## config.mk

```make
export PLATFORM = sky130hd
export DESIGN_NAME = sdclk_gen
export DESIGN_NICKNAME = d
export VERILOG_FILES = /design/src/rtl/sdclk_pkg.sv /design/src/rtl/sdclk_prescaler.sv /design/src/rtl/sdclk_rate_div.sv /design/src/rtl/sdclk_phase_ctl.sv /design/src/rtl/sdclk_gen.sv
export SDC_FILE = /design/constraint.sdc
export NUM_CORES = 1
export LEC_CHECK = 0
export BUFFER_PORTS_ARGS = -buffer_cell sky130_fd_sc_hd__buf_2
export CAP_MARGIN = 20
export CELL_PAD_IN_SITES_DETAIL_PLACEMENT = 1
export CELL_PAD_IN_SITES_GLOBAL_PLACEMENT = 2
export CORE_UTILIZATION = 35
export CTS_CLUSTER_DIAMETER = 100
export DETAILED_ROUTE_END_ITERATION = 16
export PLACE_DENSITY = 0.85
export SETUP_SLACK_MARGIN = 0.2
export SKIP_LAST_GASP = 1
export SLEW_MARGIN = 15
export SYNTH_ARGS = -nofsm -noshare
export SYNTH_HDL_FRONTEND = slang
export SYNTH_SLANG_ARGS = --single-unit
```

## constraint.sdc

```tcl
create_clock -name clk -period 3.1 [get_ports clk]
set_input_delay 0.62 -clock clk [delete_from_list [all_inputs] [get_ports clk]]
set_output_delay 0.62 -clock clk [all_outputs]
set_load 0.02 [all_outputs]
```

## src/rtl/sdclk_pkg.sv

```systemverilog
package sdclk_pkg;

  // Effective first-stage divisor: a programmed zero behaves as one.
  function automatic int unsigned presc_eff(input int unsigned p);
    return (p == 0) ? 32'd1 : p;
  endfunction

  // Second-stage divisor selected by the rate code.
  function automatic int unsigned rate_div(input int unsigned code);
    return 32'd1 << code;
  endfunction

  // Module cycles spent in one phase (high or low) of the bus clock.
  function automatic int unsigned half_period(input int unsigned p,
                                              input int unsigned code);
    return presc_eff(p) * rate_div(code);
  endfunction

endpackage

```

## src/rtl/sdclk_prescaler.sv

```systemverilog
module sdclk_prescaler #(
  parameter int PW = 4
) (
  input  logic          clk,
  input  logic          rst_n,
  input  logic          restart_i,
  input  logic [PW-1:0] presc_i,
  output logic          tick_o
);
  logic [PW-1:0] cnt_q;
  logic [PW-1:0] last_w;

  assign last_w = PW'(sdclk_pkg::presc_eff(32'(presc_i)) - 32'd1);
  assign tick_o = (cnt_q == last_w);

  always_ff @(posedge clk) begin
    if (!rst_n)                   cnt_q <= '0;
    else if (restart_i || tick_o) cnt_q <= '0;
    else                          cnt_q <= cnt_q + PW'(1);
  end

  // the prescale count never runs past the captured terminal value
  p_presc_bound_r2: assert property (@(posedge clk) disable iff (!rst_n)
    cnt_q <= last_w);

endmodule

```

## src/rtl/sdclk_rate_div.sv

```systemverilog
module sdclk_rate_div #(
  parameter int CW = 3
) (
  input  logic          clk,
  input  logic          rst_n,
  input  logic          restart_i,
  input  logic          tick_i,
  input  logic [CW-1:0] code_i,
  output logic          phase_end_o
);
  localparam int DW = (1 << CW) - 1;

  logic [DW-1:0] cnt_q;
  logic [DW-1:0] term_w;

  // Terminal count 2^code - 1 built as a thermometer code.
  generate
    for (genvar i = 0; i < DW; i++) begin : g_term
      assign term_w[i] = (code_i > CW'(i));
    end
  endgenerate

  assign phase_end_o = tick_i && (cnt_q == term_w);

  always_ff @(posedge clk) begin
    if (!rst_n)                        cnt_q <= '0;
    else if (restart_i || phase_end_o) cnt_q <= '0;
    else if (tick_i)                   cnt_q <= cnt_q + DW'(1);
  end

  // the rate count stays within 2^code - 1
  p_rate_bound_r2: assert property (@(posedge clk) disable iff (!rst_n)
    cnt_q <= term_w);

endmodule

```

## src/rtl/sdclk_phase_ctl.sv

```systemverilog
module sdclk_phase_ctl #(
  parameter int PW = 4,
  parameter int CW = 3
) (
  input  logic          clk,
  input  logic          rst_n,
  input  logic          stop_i,
  input  logic [PW-1:0] presc_i,
  input  logic [CW-1:0] rate_i,
  input  logic          phase_end_i,
  output logic [PW-1:0] act_presc_o,
  output logic [CW-1:0] act_rate_o,
  output logic          restart_o,
  output logic          clk_o,
  output logic          rise_o,
  output logic          fall_o,
  output logic          halted_o
);
  localparam int DW = (1 << CW) - 1;
  localparam int LW = PW + DW + 1;

  logic          clk_q, halted_q, rise_q, fall_q;
  logic [PW-1:0] act_presc_q;
  logic [CW-1:0] act_rate_q;

  // Named events
  logic boundary_go, to_low, to_halt;
  assign boundary_go = !stop_i && (halted_q || (phase_end_i && !clk_q));
  assign to_low      = phase_end_i && clk_q;
  assign to_halt     = stop_i && !halted_q && phase_end_i && !clk_q;

  always_ff @(posedge clk) begin
    if (!rst_n) begin
      clk_q       <= 1'b0;
      halted_q    <= 1'b1;
      rise_q      <= 1'b0;
      fall_q      <= 1'b0;
      act_presc_q <= '0;
      act_rate_q  <= '0;
    end else begin
      rise_q <= boundary_go;
      fall_q <= to_low;
      if (boundary_go) begin
        clk_q       <= 1'b1;
        halted_q    <= 1'b0;
        act_presc_q <= presc_i;
        act_rate_q  <= rate_i;
      end else if (to_low) begin
        clk_q <= 1'b0;
      end else if (to_halt) begin
        halted_q <= 1'b1;
      end
    end
  end

  assign restart_o   = boundary_go;
  assign clk_o       = clk_q;
  assign rise_o      = rise_q;
  assign fall_o      = fall_q;
  assign halted_o    = halted_q;
  assign act_presc_o = act_presc_q;
  assign act_rate_o  = act_rate_q;

  // Phase-length observer for the assertions
  logic [LW-1:0] chk_len;
  logic [LW-1:0] half_w;
  assign half_w = LW'(sdclk_pkg::half_period(32'(act_presc_q), 32'(act_rate_q)));

  always_ff @(posedge clk) begin
    if (!rst_n)                    chk_len <= '0;
    else if (boundary_go || to_low) chk_len <= LW'(1);
    else if (chk_len != '1)         chk_len <= chk_len + LW'(1);
  end

  // each completed phase lasts exactly prescale * 2^code cycles
  p_phase_len_r2: assert property (@(posedge clk) disable iff (!rst_n)
    (phase_end_i && !halted_q) |-> (chk_len == half_w));

  // captured settings move only with a rising transition
  p_cfg_hold_r5: assert property (@(posedge clk) disable iff (!rst_n)
    !$rose(clk_q) |-> ($stable(act_presc_q) && $stable(act_rate_q)));

  // a parked clock stays parked while stop is held
  p_stop_hold_r6: assert property (@(posedge clk) disable iff (!rst_n)
    (halted_q && stop_i) |=> (halted_q && !clk_q));

  // a rising transition requires stop low on the edge that made it
  p_rise_release_r8: assert property (@(posedge clk) disable iff (!rst_n)
    $rose(clk_q) |-> !$past(stop_i));

  // strobes follow the level they announce
  p_rise_strobe_r9: assert property (@(posedge clk) disable iff (!rst_n)
    rise_q |-> (clk_q && !halted_q));
  p_fall_strobe_r9: assert property (@(posedge clk) disable iff (!rst_n)
    fall_q |-> !clk_q);

endmodule

```

## src/rtl/sdclk_gen.sv

```systemverilog
module sdclk_gen #(
  parameter int PRESC_W = 4,
  parameter int RATE_W  = 3
) (
  input  logic               clk,
  input  logic               rst_n,
  input  logic [PRESC_W-1:0] presc_i,
  input  logic [RATE_W-1:0]  rate_i,
  input  logic               stop_i,
  output logic               sd_clk_o,
  output logic               rise_o,
  output logic               fall_o,
  output logic               halted_o
);
  logic               tick;
  logic               phase_end;
  logic               restart;
  logic [PRESC_W-1:0] act_presc;
  logic [RATE_W-1:0]  act_rate;

  sdclk_prescaler #(.PW(PRESC_W)) u_presc (
    .clk       (clk),
    .rst_n     (rst_n),
    .restart_i (restart),
    .presc_i   (act_presc),
    .tick_o    (tick)
  );

  sdclk_rate_div #(.CW(RATE_W)) u_rate (
    .clk         (clk),
    .rst_n       (rst_n),
    .restart_i   (restart),
    .tick_i      (tick),
    .code_i      (act_rate),
    .phase_end_o (phase_end)
  );

  sdclk_phase_ctl #(.PW(PRESC_W), .CW(RATE_W)) u_ctl (
    .clk         (clk),
    .rst_n       (rst_n),
    .stop_i      (stop_i),
    .presc_i     (presc_i),
    .rate_i      (rate_i),
    .phase_end_i (phase_end),
    .act_presc_o (act_presc),
    .act_rate_o  (act_rate),
    .restart_o   (restart),
    .clk_o       (sd_clk_o),
    .rise_o      (rise_o),
    .fall_o      (fall_o),
    .halted_o    (halted_o)
  );

  // a parked clock is low and silent
  p_halt_low_r7: assert property (@(posedge clk) disable iff (!rst_n)
    halted_o |-> (!sd_clk_o && !rise_o));

  // never both strobes in one cycle
  p_strobe_excl_r9: assert property (@(posedge clk) disable iff (!rst_n)
    $onehot0({rise_o, fall_o}));

endmodule

```

==> flow_summary_export.csv, run 1 <==
group,metric,value,unit
die,ioPinCount,14,
clocking,htree_num_levels,1,
timing,fin_crit,2.42,ns
die,die_w,60.8,um
clocking,clock_sinks,22,
clocking,ctsHoldBuffers,0,
timing,max_slew_margin,59.3,%
global_route,grt_max_degree,21,
timing,rsz0062_at_grt,"false",
global_route,met3_usage,3.84,%
synth,async_reset_ff_share,0,%
cells_and_area,design_area,1300,um2
placement,port_buffers,13,
min_path,min_path_cells,2,
clocking,ctsResizeCount,0,
clocking,clk_pin_slew,0.11,ns
synth,synth_cells,132,
cells_and_area,num-nets-final,158,
run,drv_cap,0,
setup_path,cp-start-kind,"flip-flop",
die,fp.dieH,60.8,um
cells_and_area,drive_gt1_share,16.8,%
timing,fmax,414,MHz
route,ant_nets,0,
setup_path,r2r_end,"u_ctl.act_presc_o[0]$_SDFFE_PN0P_",
setup_path,regToRegSetupSlack,0.68,ns
power_and_ir_drop,leakagePower,0.509,nW
clocking,cts_buffers,3,
min_path,hold_class,"flip-flop to flip-flop",
timing,slew_violations,0,
synth,ys_seq_area_share,36.4,%
global_route,antenna_found_initial,0,
setup_path,crit_arrival,2.65,ns
setup_path,end_kind,"flip-flop",
setup_path,crit_required,3.33,ns
route,dr.pass1.iters,3,
min_path,min_from,"u_ctl.clk_o$_SDFFE_PN0P_",
power_and_ir_drop,vdd_drop_max,0.252,mV
power_and_ir_drop,p_sw,257,uW
route,wl_per_cell,12.3,um
setup_path,crit_fanout,9,
synth,synth_ff_type,"dfxtp_1",
synth,synth_edf_count,0,
global_route,grt_use_total,14.7,%
timing,hold_viol_final,0,
placement,place.gp.congestion,0.820,
global_route,use_met1,18.8,%
setup_path,regToRegStartpoint,"u_ctl.act_presc_o[1]$_SDFFE_PN0P_",
die,rows,20,
route,route.detailed.drc,0,
synth,synth.top_cell.area_share,36.4,%
power_and_ir_drop,power_frac_comb,35.6,%
power_and_ir_drop,powerDensity,570,nW/um2
synth,syn_area_per_cell,9.18,um2
route,vias_per_cell,5.01,
clocking,clock_latency,0.30,ns
power_and_ir_drop,p_sw_share,34.6,%
power_and_ir_drop,power.internal,487,uW
power_and_ir_drop,seq_power_share,47.2,%
global_route,grt_pass1_wl,3.98,mm
die,core_area,3180,um2
clocking,postCtsSetupRepairBufs,0,
global_route,grt_pass1_vias,904,
route,num_vias,937,
placement,dp_hpwl,1.82,mm
power_and_ir_drop,clkPwrFrac,17.1,%
timing,final-setup-viol-count,0,
cells_and_area,area_growth_syn_to_layout,7.64,%
global_route,grt_util_met2,24.0,%
route,drt-initial-drc-count,36,
synth,synth_area_leaders,"dfxtp_1, mux2i_1, xnor2_1, nand2_1, and2_1",
synth,syn_area,1210,um2
placement,placed_cell_area,1280,um2
synth,yosysWarnings,0,
power_and_ir_drop,total_power,744,uW
synth,synth_top_area_cell,"dfxtp_1",
status,status,"complete, no violations",
setup_path,r2r_cells,9,
global_route,busiest_layer,"met2",
cells_and_area,mostFrequentLayoutCells,"dfxtp_1, nand2_1, buf_2",
synth,ys_ff_latch,22,
timing,finalSetupTns,0,ns
clocking,clockRootBuffer,"clkbuf_4",
die,die-area,3700,um2
timing,tightestPinTransition,0.595,ns
die,start_util,38.1,%
route,wirelength,2.30,mm
timing,finalCritPeriodShare,78.0,%
timing,finClkSkew,0.00898,ns
clocking,clock_path_buffers,2,
min_path,min_to,"u_ctl.fall_o$_SDFF_PN0_",
clocking,cts_tree,"built",
synth,syn_nets,145,
synth,synth_cell_types,43,
placement,pre_cts_ws,0.656,ns
cells_and_area,diodes,0,
setup_path,path_class,"flip-flop to flip-flop",
timing,fin_ws,0.682,ns
global_route,overflow,0,
cells_and_area,layout_commonest_cell,"dfxtp_1",
## critical path, stage by stage, from the launching register on
cell and delay, ns:
dfxtp_1 0.36, nor3_1 0.28, nor2_1 0.08, ha_1 0.22
xnor3_1 0.28, o31ai_1 0.11, nor4_4 0.33, nand2_1 0.13
o21ai_4 0.34, mux2i_1 0.22
## logic make-up after synthesis
group / after synthesis / share of synthesized area, %
adders and majority gates: 3 / 3.10
buffers and inverters: 11 / 6.30
and+or+nand+nor: 58 / 25.8
muxes: 8 / 6.61
AOI/OAI and AO/OA: 19 / 12.7
DFF: 22 / 36.4
xor gates and xnor gates: 11 / 9.09
## power groups by stage
stage	registers (mW)	clock network, mW	logic (mW)
floorplan	0.349	0	0.219
global placement	0.357	0	0.260
detailed placement	0.358	0	0.269
CTS	0.351	0.136	0.270
global route	0.358	0.147	0.298
finish	0.351	0.127	0.265
## through the flow
stage          util (%)  std cells  hold WS, ns
2_1_floorplan         -        132        0.449
3_3_place_gp       40.3        184        0.454
3_5_place_dp       40.3        184        0.461
4_1_cts            41.0        187        0.481
5_1_grt            41.0        187        0.502
6_report           41.0        187        0.473
## synthesized netlist by cell type, types with 2 or more instances
library cell	n
dfxtp_1	22
nand2_1	19
nor2_1	9
xnor2_1	9
mux2i_1	8
and2_1	7
inv_1	5
nand3_1	4
nand4_1	4
nor3_1	4
clkbuf_8	3
ha_1	3
a21boi_0	2
o21a_1	2
o21ai_0	2
o31ai_1	2
## registers in the layout (all words and copies together) (netlist names)
register / cells
u_ctl.act_presc_o: 4
u_ctl.act_rate_o: 3
u_ctl.clk_o: 1
u_ctl.fall_o: 1
u_ctl.halted_o: 1
u_ctl.rise_o: 1
u_presc.cnt_q: 4
u_rate.cnt_q: 7
## layer usage
| metal | up-vias | part of all wire [%] |
|---|---|---|
| li1 | 483 | - |
| met3 | 4 | 1.6 |
| met4 | 0 | 1.2 |
| met2 | 6 | 50 |
| met1 | 444 | 47 |
| met5 | - | 0 |
## worst max-delay path by stage
| stage | start | end | cells after the start |
|---|---|---|---|
| final | u_ctl.act_presc_o[1]$_SDFFE_PN0P_ | u_ctl.act_presc_o[0]$_SDFFE_PN0P_ | 9 |
| after global routing | u_ctl.act_presc_o[1]$_SDFFE_PN0P_ | u_ctl.act_presc_o[1]$_SDFFE_PN0P_ | 9 |
| after CTS | u_ctl.act_presc_o[1]$_SDFFE_PN0P_ | u_ctl.act_presc_o[0]$_SDFFE_PN0P_ | 9 |
| after detailed placement | u_ctl.act_presc_o[1]$_SDFFE_PN0P_ | u_ctl.act_rate_o[1]$_SDFFE_PN0P_ | 9 |
| after global placement | u_ctl.act_presc_o[1]$_SDFFE_PN0P_ | u_ctl.act_presc_o[1]$_SDFFE_PN0P_ | 9 |
| after floorplan | u_ctl.act_presc_o[1]$_SDFFE_PN0P_ | u_ctl.act_presc_o[0]$_SDFFE_PN0P_ | 9 |
## area by class of cell
type	instances	area (um2)
clock buffers	3	22.5
well taps	44	55.1
repair buffers	14	72.6
multi-input cells	99	694
fillers	397	1870
flip-flops and latches	22	440
inverters	5	18.8
No activity file was read; power rests on OpenSTA's default activity.
==> run 2, diff against run 1 <==
- ABC_AREA: not set -> 1
- CORE_UTILIZATION: 35 -> 29
- PLACE_DENSITY: 0.85 -> 0.82
- clock period: 3.1 -> 2 ns (I/O delays scaled with it)
==> flow_summary_export.csv, run 2 <==
group,metric,value,unit
die,ioPinCount,14,
setup_path,r2r_cells,13,
placement,pre_cts_ws,-0.0781,ns
cells_and_area,layout_commonest_cell,"nand2_1",
global_route,grt_use_total,16.5,%
route,dr.pass1.iters,4,
clocking,cts_buffers,3,
synth,yosysWarnings,0,
status,status,"complete, no violations",
cells_and_area,multi_input_comb_area,746,um2
route,num_vias,1145,
synth,syn_area,1240,um2
cells_and_area,regMostFlops,"u_rate.cnt_q",
placement,port_buffers,13,
cells_and_area,diodes,0,
power_and_ir_drop,vdd_drop_max,0.346,mV
synth,synth.top_cell.area_share,35.5,%
timing,hold_viol_final,0,
setup_path,startpoint,"u_ctl.act_presc_o[2]$_SDFFE_PN0P_",
clocking,cts_tree,"built",
synth,yosysMostFrequentCell,"nand2_1",
setup_path,cp-start-kind,"flip-flop",
setup_path,r2r_end,"u_presc.cnt_q[0]$_SDFF_PP0_",
setup_path,crit_arrival,2.10,ns
timing,fmax,512,MHz
global_route,antenna_found_initial,0,
synth,synthTopCellsByCount,"nand2_1, inv_1, dfxtp_1",
synth,synth_ff_type,"dfxtp_1",
route,drt-initial-drc-count,20,
cells_and_area,utilization,38.4,%
global_route,grt_pass1_vias,1184,
power_and_ir_drop,powerDensity,773,nW/um2
route,wirelength,3.20,mm
clocking,clockRootBuffer,"clkbuf_8",
power_and_ir_drop,power.internal,785,uW
setup_path,end_kind,"flip-flop",
timing,fin_ws,0.0477,ns
die,die_w,67.4,um
timing,fin_crit,1.95,ns
run,drv_cap,0,
clocking,ctsHoldBuffers,0,
placement,placed_cell_area,1370,um2
timing,slew_violations,0,
die,rows,23,
global_route,grt_pass1_wl,5.60,mm
clocking,htree_num_levels,1,
power_and_ir_drop,leakagePower,0.691,nW
clocking,clock_path_buffers,2,
setup_path,regToRegStartpoint,"u_ctl.act_presc_o[2]$_SDFFE_PN0P_",
setup_path,crit_fanout,11,
min_path,hold_class,"input port to flip-flop",
synth,syn_area_per_cell,7.05,um2
global_route,overflow,0,
route,route.detailed.drc,0,
route,vias_per_cell,4.65,
cells_and_area,ff_latch_area,448,um2
die,start_util,30.6,%
setup_path,path_class,"flip-flop to flip-flop",
cells_and_area,area_growth_syn_to_layout,25.5,%
setup_path,crit_required,2.15,ns
synth,syn_nets,189,
timing,final-setup-viol-count,0,
clocking,clock_sinks,22,
synth,synth_cell_types,22,
global_route,grt_max_degree,19,
placement,placedCellCount,237,
route,wl_per_cell,13.0,um
cells_and_area,fillers,513,
power_and_ir_drop,p_sw,418,uW
timing,finalSetupTns,0,ns
timing,finClkSkew,0.000918,ns
global_route,use_met1,19.2,%
placement,dp_hpwl,2.44,mm
die,die-area,4540,um2
timing,max_slew_margin,74.9,%
cells_and_area,final_cells,246,
power_and_ir_drop,p_sw_share,34.7,%
die,fp.dieH,67.4,um
global_route,grt_util_met2,31.1,%
setup_path,cp-endpoint,"u_presc.cnt_q[0]$_SDFF_PP0_",
timing,fin_hold_ws,0.345,ns
synth,synth_edf_count,0,
timing,finalCritPeriodShare,97.6,%
cells_and_area,mostFrequentLayoutCells,"nand2_1, inv_1, dfxtp_1",
cells_and_area,num-nets-final,211,
clocking,clock_latency,0.26,ns
clocking,clk_pin_slew,0.07,ns
synth,async_reset_ff_share,0,%
synth,synth_cells,176,
global_route,met3_usage,1.52,%
power_and_ir_drop,seq_power_share,42.2,%
synth,ys_seq_area_share,35.5,%
placement,place.gp.congestion,0.706,
power_and_ir_drop,power_frac_comb,35.7,%
synth,synth_area_leaders,"dfxtp_1, nand2_1, inv_1, nand3_1, xor2_1",
timing,tightestPinTransition,0.376,ns
power_and_ir_drop,total_power,1.20,mW
synth,synth_top_area_cell,"dfxtp_1",
timing,rsz0062_at_grt,"true",
cells_and_area,design_area,1560,um2
die,core_area,4060,um2
synth,ys_ff_latch,22,
setup_path,regToRegSetupSlack,0.05,ns
route,ant_nets,0,
cells_and_area,drive_gt1_share,28.6,%
power_and_ir_drop,clkPwrFrac,22.2,%
cells_and_area,largest_reg_flops,7,
global_route,busiest_layer,"met2",
## run 2: how the worst min path moves through the flow
stage	cells after the start	from	slack, ns	end
6_report	3	stop_i	0.35	u_ctl.halted_o$_SDFFE_PN1P_
5_1_grt	3	stop_i	0.35	u_ctl.halted_o$_SDFFE_PN1P_
4_1_cts	3	stop_i	0.34	u_ctl.halted_o$_SDFFE_PN1P_
3_5_place_dp	2	u_ctl.act_presc_o[0]$_SDFFE_PN0P_	0.48	u_ctl.act_presc_o[0]$_SDFFE_PN0P_
3_3_place_gp	2	u_ctl.act_presc_o[0]$_SDFFE_PN0P_	0.47	u_ctl.act_presc_o[0]$_SDFFE_PN0P_
2_1_floorplan	2	u_ctl.act_presc_o[0]$_SDFFE_PN0P_	0.44	u_ctl.act_presc_o[0]$_SDFFE_PN0P_
## run 2: routing by layer
| layer | part of all wire (%) | vias up |
|---|---|---|
| met5 | 0 | - |
| met4 | 1.3 | 0 |
| met3 | 0.72 | 4 |
| met2 | 54 | 3 |
| met1 | 44 | 545 |
| li1 | - | 593 |
## run 2: power by group through the flow
stage	Clock, mW	Sequential, mW	Combinational [mW]
2_1_floorplan	0	0.512	0.235
3_3_place_gp	0	0.516	0.305
3_5_place_dp	0	0.519	0.317
4_1_cts	0.279	0.509	0.425
5_1_grt	0.295	0.514	0.476
6_report	0.267	0.507	0.429
## run 2: cell families after synthesis
logic type / count (synthesis) / synth area share (%)
flip-flops: 22 / 35.5
adder cells (fa/ha/maj): 3 / 3.03
XOR/XNOR: 11 / 7.77
AND/OR/NAND/NOR: 99 / 39.0
AO/OA/AOI/OAI: 7 / 3.13
buffers and inverters: 34 / 11.6
## run 2: area by class of cell
| type | instances | area share (%) |
|---|---|---|
| multi-input combinational | 120 | 47.9 |
| sequential | 22 | 28.8 |
| timing repair buffer | 22 | 9.65 |
| inverter | 29 | 6.99 |
| tap | 50 | 4.02 |
| clock buffer | 3 | 2.65 |
## run 2: worst max-delay path: stages (launching register included)
cell and delay, ns:
dfxtp_4 0.35, nor2_4 0.11, nand2_2 0.07, nand2_2 0.07, inv_2 0.04, ha_4 0.25, xor2_1 0.16, nand3_1 0.15
nor2_4 0.15, nand3_2 0.10, nand2_4 0.10, nand2_8 0.10, nand3_4 0.15, nor2_2 0.04
## run 2: repair_timing
item / 4_1_cts / 5_1_grt
hold endpoints to repair: 0 / 0
gates resized for setup: 16 / 7
buffers inserted: 5 / 0
pin swaps: 13 / 9
cloned: 1 / 0
setup endpoints to repair: 22 / 22
